--- config.mk ---
export PLATFORM = sky130hd
export DESIGN_NAME = cnt_cmp_channel
export DESIGN_NICKNAME = d
export VERILOG_FILES = /design/src/rtl/cnt_cmp_channel_pkg.sv /design/src/rtl/cnt_cmp_regs.sv /design/src/rtl/cnt_cmp_match.sv /design/src/rtl/cnt_cmp_actions.sv /design/src/rtl/cnt_cmp_channel.sv
export SDC_FILE = /design/constraint.sdc
export NUM_CORES = 1
export LEC_CHECK = 0
export BUFFER_PORTS_ARGS = -buffer_cell sky130_fd_sc_hd__buf_2
export CAP_MARGIN = 20
export CORE_UTILIZATION = 53
export CTS_BUF_LIST = sky130_fd_sc_hd__clkbuf_4 sky130_fd_sc_hd__clkbuf_8
export DETAILED_ROUTE_END_ITERATION = 8
export PLACE_DENSITY = 0.81
export SETUP_SLACK_MARGIN = 0.4
export SYNTH_ARGS = -nofsm -noshare
export SYNTH_HDL_FRONTEND = slang
export SYNTH_SLANG_ARGS = --single-unit
--- constraint.sdc ---
create_clock -name clk -period 1.55 [get_ports clk]
set_input_delay 0 -clock clk [delete_from_list [all_inputs] [get_ports clk]]
set_output_delay 0 -clock clk [all_outputs]
set_load 0.01 [all_outputs]
--- src/rtl/cnt_cmp_channel_pkg.sv ---
package cnt_cmp_channel_pkg;

    typedef enum logic [1:0] {
        ADDR_MODE = 2'd0,
        ADDR_CMPL = 2'd1,
        ADDR_CMPH = 2'd2,
        ADDR_FLAG = 2'd3
    } reg_addr_e;

    // Packed so that ecom lands on bit 6 and ie on bit 0 of the mode byte.
    typedef struct packed {
        logic ecom;
        logic capp;
        logic capn;
        logic mat;
        logic tog;
        logic pwm;
        logic ie;
    } mode_t;

    localparam int MODE_W = $bits(mode_t);

endpackage

--- src/rtl/cnt_cmp_regs.sv ---
module cnt_cmp_regs
    import cnt_cmp_channel_pkg::*;
#(
    parameter int DATA_W = 8,
    localparam int CMP_W = 2 * DATA_W
) (
    input  logic              clk,
    input  logic              rst_n,
    input  logic              wr_i,
    input  logic [1:0]        addr_i,
    input  logic [DATA_W-1:0] wdata_i,
    input  logic              flag_i,
    output logic [CMP_W-1:0]  cmp_o,
    output mode_t             mode_o,
    output logic [DATA_W-1:0] rdata_o
);

    typedef struct packed {
        logic [DATA_W-1:0] hi;
        logic [DATA_W-1:0] lo;
        mode_t             mode;
    } state_t;

    state_t st_d, st_q;

    always_comb begin
        st_d = st_q;
        if (wr_i) begin
            case (reg_addr_e'(addr_i))
                ADDR_MODE: st_d.mode = mode_t'(wdata_i[MODE_W-1:0]);
                ADDR_CMPL: begin
                    st_d.lo        = wdata_i;
                    st_d.mode.ecom = 1'b0;
                end
                ADDR_CMPH: begin
                    st_d.hi        = wdata_i;
                    st_d.mode.ecom = 1'b1;
                end
                default: ;
            endcase
        end
    end

    always_ff @(posedge clk or negedge rst_n) begin
        if (!rst_n) st_q <= '0;
        else        st_q <= st_d;
    end

    always_comb begin
        case (reg_addr_e'(addr_i))
            ADDR_MODE: rdata_o = DATA_W'(st_q.mode);
            ADDR_CMPL: rdata_o = st_q.lo;
            ADDR_CMPH: rdata_o = st_q.hi;
            default:   rdata_o = DATA_W'(flag_i);
        endcase
    end

    assign cmp_o  = {st_q.hi, st_q.lo};
    assign mode_o = st_q.mode;

    assert_lo_clears_R2: assert property (@(posedge clk) disable iff (!rst_n)
        (wr_i && addr_i == ADDR_CMPL) |=> !mode_o.ecom);
    assert_hi_sets_R2: assert property (@(posedge clk) disable iff (!rst_n)
        (wr_i && addr_i == ADDR_CMPH) |=> mode_o.ecom);
    assert_cmp_stable_R3: assert property (@(posedge clk) disable iff (!rst_n)
        !wr_i |=> $stable(cmp_o));

endmodule

--- src/rtl/cnt_cmp_match.sv ---
module cnt_cmp_match #(
    parameter int CMP_W = 16
) (
    input  logic             clk,
    input  logic             rst_n,
    input  logic [CMP_W-1:0] cnt_i,
    input  logic             tick_i,
    input  logic [CMP_W-1:0] cmp_i,
    input  logic             en_i,
    output logic             fire_o
);

    typedef struct packed {
        logic armed;
    } state_t;

    state_t st_d, st_q;
    logic   equal;

    assign equal  = (cnt_i == cmp_i);
    assign fire_o = en_i && equal && st_q.armed;

    always_comb begin
        st_d = st_q;
        if (tick_i)      st_d.armed = 1'b1;  // counter moves on: next value may fire
        else if (fire_o) st_d.armed = 1'b0;  // this value is used up
    end

    always_ff @(posedge clk or negedge rst_n) begin
        if (!rst_n) st_q <= '{armed: 1'b1};
        else        st_q <= st_d;
    end

    assert_single_fire_R8: assert property (@(posedge clk) disable iff (!rst_n)
        (fire_o && !tick_i) |=> !fire_o);

endmodule

--- src/rtl/cnt_cmp_actions.sv ---
module cnt_cmp_actions #(
    parameter int IS_WDOG = 1
) (
    input  logic clk,
    input  logic rst_n,
    input  logic fire_i,
    input  logic ecom_i,
    input  logic mat_i,
    input  logic tog_i,
    input  logic ie_i,
    input  logic wdog_en_i,
    input  logic flag_clr_i,
    output logic flag_o,
    output logic irq_o,
    output logic pin_o,
    output logic wdog_rst_o
);

    localparam logic WD_ON = (IS_WDOG != 0);

    typedef struct packed {
        logic flag;
        logic pin;
        logic rst;
    } state_t;

    state_t st_d, st_q;

    always_comb begin
        st_d = st_q;
        if (fire_i && mat_i)     st_d.flag = 1'b1;
        else if (flag_clr_i)     st_d.flag = 1'b0;
        if (fire_i && ecom_i && mat_i && tog_i)
            st_d.pin = ~st_q.pin;
        st_d.rst = WD_ON && fire_i && wdog_en_i && !st_q.rst;
    end

    always_ff @(posedge clk or negedge rst_n) begin
        if (!rst_n) st_q <= '{flag: 1'b0, pin: 1'b1, rst: 1'b0};
        else        st_q <= st_d;
    end

    assign flag_o     = st_q.flag;
    assign irq_o      = st_q.flag && ie_i;
    assign pin_o      = st_q.pin;
    assign wdog_rst_o = st_q.rst;

    assert_flag_rise_R4: assert property (@(posedge clk) disable iff (!rst_n)
        $rose(flag_o) |-> $past(fire_i && mat_i));
    assert_flag_hold_R5: assert property (@(posedge clk) disable iff (!rst_n)
        (flag_o && !flag_clr_i) |=> flag_o);
    assert_pin_toggle_R6: assert property (@(posedge clk) disable iff (!rst_n)
        (fire_i && ecom_i && mat_i && tog_i) |=> (pin_o != $past(pin_o)));
    assert_rst_pulse_R7: assert property (@(posedge clk) disable iff (!rst_n)
        wdog_rst_o |=> !wdog_rst_o);

endmodule

--- src/rtl/cnt_cmp_channel.sv ---
module cnt_cmp_channel
    import cnt_cmp_channel_pkg::*;
#(
    parameter int DATA_W  = 8,
    parameter int IS_WDOG = 1,
    localparam int CMP_W  = 2 * DATA_W
) (
    input  logic              clk,
    input  logic              rst_n,
    input  logic [CMP_W-1:0]  cnt_i,
    input  logic              cnt_tick_i,
    input  logic              wdog_en_i,
    input  logic [1:0]        reg_addr_i,
    input  logic              reg_wr_i,
    input  logic [DATA_W-1:0] reg_wdata_i,
    output logic [DATA_W-1:0] reg_rdata_o,
    output logic              irq_o,
    output logic              out_pin_o,
    output logic              wdog_rst_o
);

    logic [CMP_W-1:0] cmp;
    mode_t            mode;
    logic             fire;
    logic             flag;
    logic             flag_clr;

    assign flag_clr = reg_wr_i && (reg_addr_i == ADDR_FLAG) && !reg_wdata_i[0];

    cnt_cmp_regs #(.DATA_W(DATA_W)) u_regs (
        .clk     (clk),
        .rst_n   (rst_n),
        .wr_i    (reg_wr_i),
        .addr_i  (reg_addr_i),
        .wdata_i (reg_wdata_i),
        .flag_i  (flag),
        .cmp_o   (cmp),
        .mode_o  (mode),
        .rdata_o (reg_rdata_o)
    );

    cnt_cmp_match #(.CMP_W(CMP_W)) u_match (
        .clk    (clk),
        .rst_n  (rst_n),
        .cnt_i  (cnt_i),
        .tick_i (cnt_tick_i),
        .cmp_i  (cmp),
        .en_i   (mode.ecom),
        .fire_o (fire)
    );

    cnt_cmp_actions #(.IS_WDOG(IS_WDOG)) u_actions (
        .clk        (clk),
        .rst_n      (rst_n),
        .fire_i     (fire),
        .ecom_i     (mode.ecom),
        .mat_i      (mode.mat),
        .tog_i      (mode.tog),
        .ie_i       (mode.ie),
        .wdog_en_i  (wdog_en_i),
        .flag_clr_i (flag_clr),
        .flag_o     (flag),
        .irq_o      (irq_o),
        .pin_o      (out_pin_o),
        .wdog_rst_o (wdog_rst_o)
    );

    assert_no_match_disabled_R1: assert property (@(posedge clk) disable iff (!rst_n)
        !mode.ecom |=> $stable(out_pin_o) || $past(mode.ecom));
    assert_fire_needs_equal_R1: assert property (@(posedge clk) disable iff (!rst_n)
        fire |-> (cnt_i == cmp));

endmodule

==> key figures <==
Drt
  • Routed WL: between 3 and 4 mm
  • Antenna viol nets, final: 0
  • Drt drc: 0
  • Routed WL per cell: 15.6 microns
  • Routed vias: 1139
  • DRT iter0 DRCs: 35
  • Via density per instance: between 5 and 6
  • 1st-pass router iterations: 4

Power
  • Psw: 0.496 mW
  • Sw Share: between 20% and 30%
  • Pwr Density: 909 nW/um^2
  • Combinational Power Share: 27.0%
  • Total power: around 1.7 mW
  • Cell-internal power: 1.20 mW
  • Clk pwr share: between 10% and 20%
  • Seq pwr share: between 50 and 60%
  • Static Leakage: 0.896 nW
  • Max VDD drop: 0.000680 V

STA
  • Final Setup Violations: 0
  • Slew @ Worst Pin: between 0.6 and 0.7 ns
  • Rel. slew slack: between 50% and 60%
  • RSZ-0062 raised after global routing: yes
  • FMAX: approximately 0.70 GHz
  • Clk_skew: 0.00385 ns
  • Post-route minimum period: roughly 1.4 ns
  • Final hold vios: 0
  • Slew Viols, Final: 0
  • TNS Setup: 0 ns
  • Final period util: about 92%
  • Final setup margin: between 0.1 and 0.15 ns

Worst setup path
  • Critical Path End: u_actions.pin_o$_DFFE_PN1P_
  • R2R Path Start: u_regs.cmp_o[2]$_DFFE_PN0P_
  • Slowest stage delay, CP: between 0.4 and 0.5 ns
  • Slowest stage cell, crit path: dfrtp_1
  • CP Class: reg -> reg
  • Maximum fanout along the worst path: 3
  • CP endpoint kind: flip-flop
  • WP buf/inv: 0
  • Crit path required time: 1.81 ns
  • Path depth of the worst reg2reg path: 5
  • Reg-to-Reg End: u_actions.pin_o$_DFFE_PN1P_
  • CP Data Arrival Time: 1.69 ns
  • Setup slack, reg-to-reg: 0.12 ns
  • Crit path max-delay family: simple AND/OR/NAND/NOR gates
  • Worst path depth: 5
  • Critical-path cell list: xor2_1, nor4_2, and3_1, nand3_2, xnor2_2
  • Critical Path Start Type: flip-flop
  • CP startpoint: u_regs.cmp_o[2]$_DFFE_PN0P_

Clock network
  • Clk buf depth: 2
  • CTS buffer count: 3
  • Worst-skew pair later-pin latency: approximately 0.32 ns
  • H-tree depth: 1
  • Clk pin slew, worst setup/hold paths: 0.14 ns
  • Sink Count: 27
  • Clock Tree Root: clkbuf_4
  • CTS tree: yes

Yosys
  • Syn_area_per_cell: roughly 12 sq um
  • Seq/Total Area, Yosys: 47.3%
  • Synthesized flop and latch total: 27
  • Cell variety after synth: 27
  • Syn. warnings: 0
  • Cell Area, Synth: roughly 1400 sq um
  • Mapped Cells: 120
  • Syn_nets: about 160

GRT
  • All-Layer GR Usage: 25.0%
  • First-pass GRT wire length: a little over 5 mm
  • Largest net degree at the start of global routing: 28
  • Total gr overflow: 0
  • Number of global-route vias before repair: around 1100
  • Antenna violations before repair: 0

Floorplan
  • Core area: approximately 2500 sq um
  • Initial Util: between 50% and 60%
  • Row count: 18
  • Die width: ~54 microns
  • Chip height: 54.0 microns
  • Die area: approximately 2900 sq um
  • Io pins: 42

Placed design
  • Buffers on Ports: 41
  • Placed Cells incl. Taps: between 150 and 200
  • Pre-CTS setup slack: approximately 0.14 ns
  • Dpl hpwl: between 2 and 2.5 mm
  • Global placer's final weighted congestion: approximately 0.84

Finish
  • Commonest non-fill, non-tap cell in the layout: buf_2
  • Layout cell share with drive strength beyond 1: between 40% and 50%
  • Ant. Diodes: 0
  • Layout Cells excl Fill: between 200 and 250
  • Area grow syn2layout: 29.8%
  • Nets: between 200 and 250
  • Commonest non-fill, non-tap cells in the layout: 41 x buf_2, 25 x dfrtp_1, 22 x mux2_2, 11 x xor2_1, 11 x dlygate4sd3_1

Flow run
  • Max cap viols: 0

Status
  • Status: finished clean

Hold path
  • HP Class: in -> reg
## worst min path at each step
stage	startpoint	endpoint	slack (ns)	cells after the start
after global routing	reg_wr_i	u_regs.mode_o[6]$_DFFE_PN0P_	0.04	3
after floorplan	rst_n	u_actions.flag_o$_DFFE_PN0P_	-0.30	0
after detailed placement	rst_n	u_regs.cmp_o[8]$_DFFE_PN0P_	0.05	1
final	reg_wr_i	u_regs.mode_o[6]$_DFFE_PN0P_	0.01	3
after CTS	reg_wr_i	u_regs.mode_o[6]$_DFFE_PN0P_	0.003	3
after global placement	rst_n	u_regs.cmp_o[8]$_DFFE_PN0P_	0.03	1
## sequential cells by signal (all words and copies together) (netlist names)
name / count
u_actions.flag_o: 1
u_actions.pin_o: 1
u_actions.wdog_rst_o: 1
u_match.st_q: 1
u_regs.cmp_o: 16
u_regs.mode_o: 7
## power groups by stage
stage / logic [mW] / clock network [mW] / registers, mW
final: 0.458 / 0.320 / 0.916
after global routing: 0.506 / 0.353 / 0.928
after CTS: 0.460 / 0.333 / 0.912
after detailed placement: 0.418 / 0 / 0.929
after global placement: 0.410 / 0 / 0.921
after floorplan: 0.284 / 0 / 0.901
## worst register-to-register path: stages, from the launching register on
cell and delay [ns]:
dfrtp_1 0.43, xor2_1 0.16, nor4_2 0.31, and3_1 0.23, nand3_2 0.09, xnor2_2 0.16
## synth_stat cells
cell type	number	area share, %
xor2_1	11	6.7
nand4_1	1	0.44
nor3_1	1	0.35
ha_1	4	3.5
o21ai_0	2	0.70
inv_1	3	0.78
mux2i_1	2	1.4
nor2_1	7	1.8
clkbuf_1	2	0.52
and3_1	2	0.87
nand2_1	9	2.4
dfstp_2	2	3.7
buf_2	2	0.70
o21ai_1	1	0.35
xnor2_1	6	3.7
and2b_1	1	0.52
nand3_1	1	0.35
a22oi_1	1	0.52
and2_1	2	0.87
nand2b_1	1	0.44
mux2_2	22	17
nand4bb_1	1	0.78
a21o_1	1	0.52
a222oi_1	7	4.9
dfrtp_1	25	44
nor4_2	2	1.7
nor3_2	1	0.70
## per-layer routing
layer | GRT usage, % | up-vias | routed length (microns)
met4 | 7.26 | 0 | 27
met5 | 0 | - | 0
met3 | 3.39 | 4 | 209
li1 | - | 547 | -
met1 | 33.2 | 539 | 1490
met2 | 42.4 | 49 | 1510
## cell type report
cell class | count | area [sq um]
fill | 182 | 659
tap | 30 | 37.5
inverter | 3 | 11.3
sequential | 27 | 678
timing repair buffer | 58 | 360
multi-input combinational | 86 | 746
clock buffer | 4 | 30.0
## logic make-up after synthesis
logic type,count (synthesis),synth area share [%]
multiplexers,24,18.7
adder cells (fa/ha/maj),4,3.49
flip-flops,27,47.3
AO/OA/AOI/OAI,12,6.97
AND/OR/NAND/NOR,29,11.2
buffers and inverters,7,2.01
XOR/XNOR,17,10.4
## through the flow
step           cell area, sq um  util (%)  hold slack (ns)
2_1_floorplan              1440         -           -0.296
3_3_place_gp               1690      67.0           0.0311
3_5_place_dp               1690      67.0           0.0455
4_1_cts                    1850      73.4          0.00311
5_1_grt                    1860      73.9           0.0397
6_report                   1860      73.9           0.0117
## repair_timing
action	4_1_cts	5_1_grt
hold buffers	11	0
pin swaps	9	4
setup buffers	2	0
gates resized for setup	1	2
endpoints found under the setup margin	12	12
hold endpoints to repair	50	0
Power figures use the tool's default switching activity.
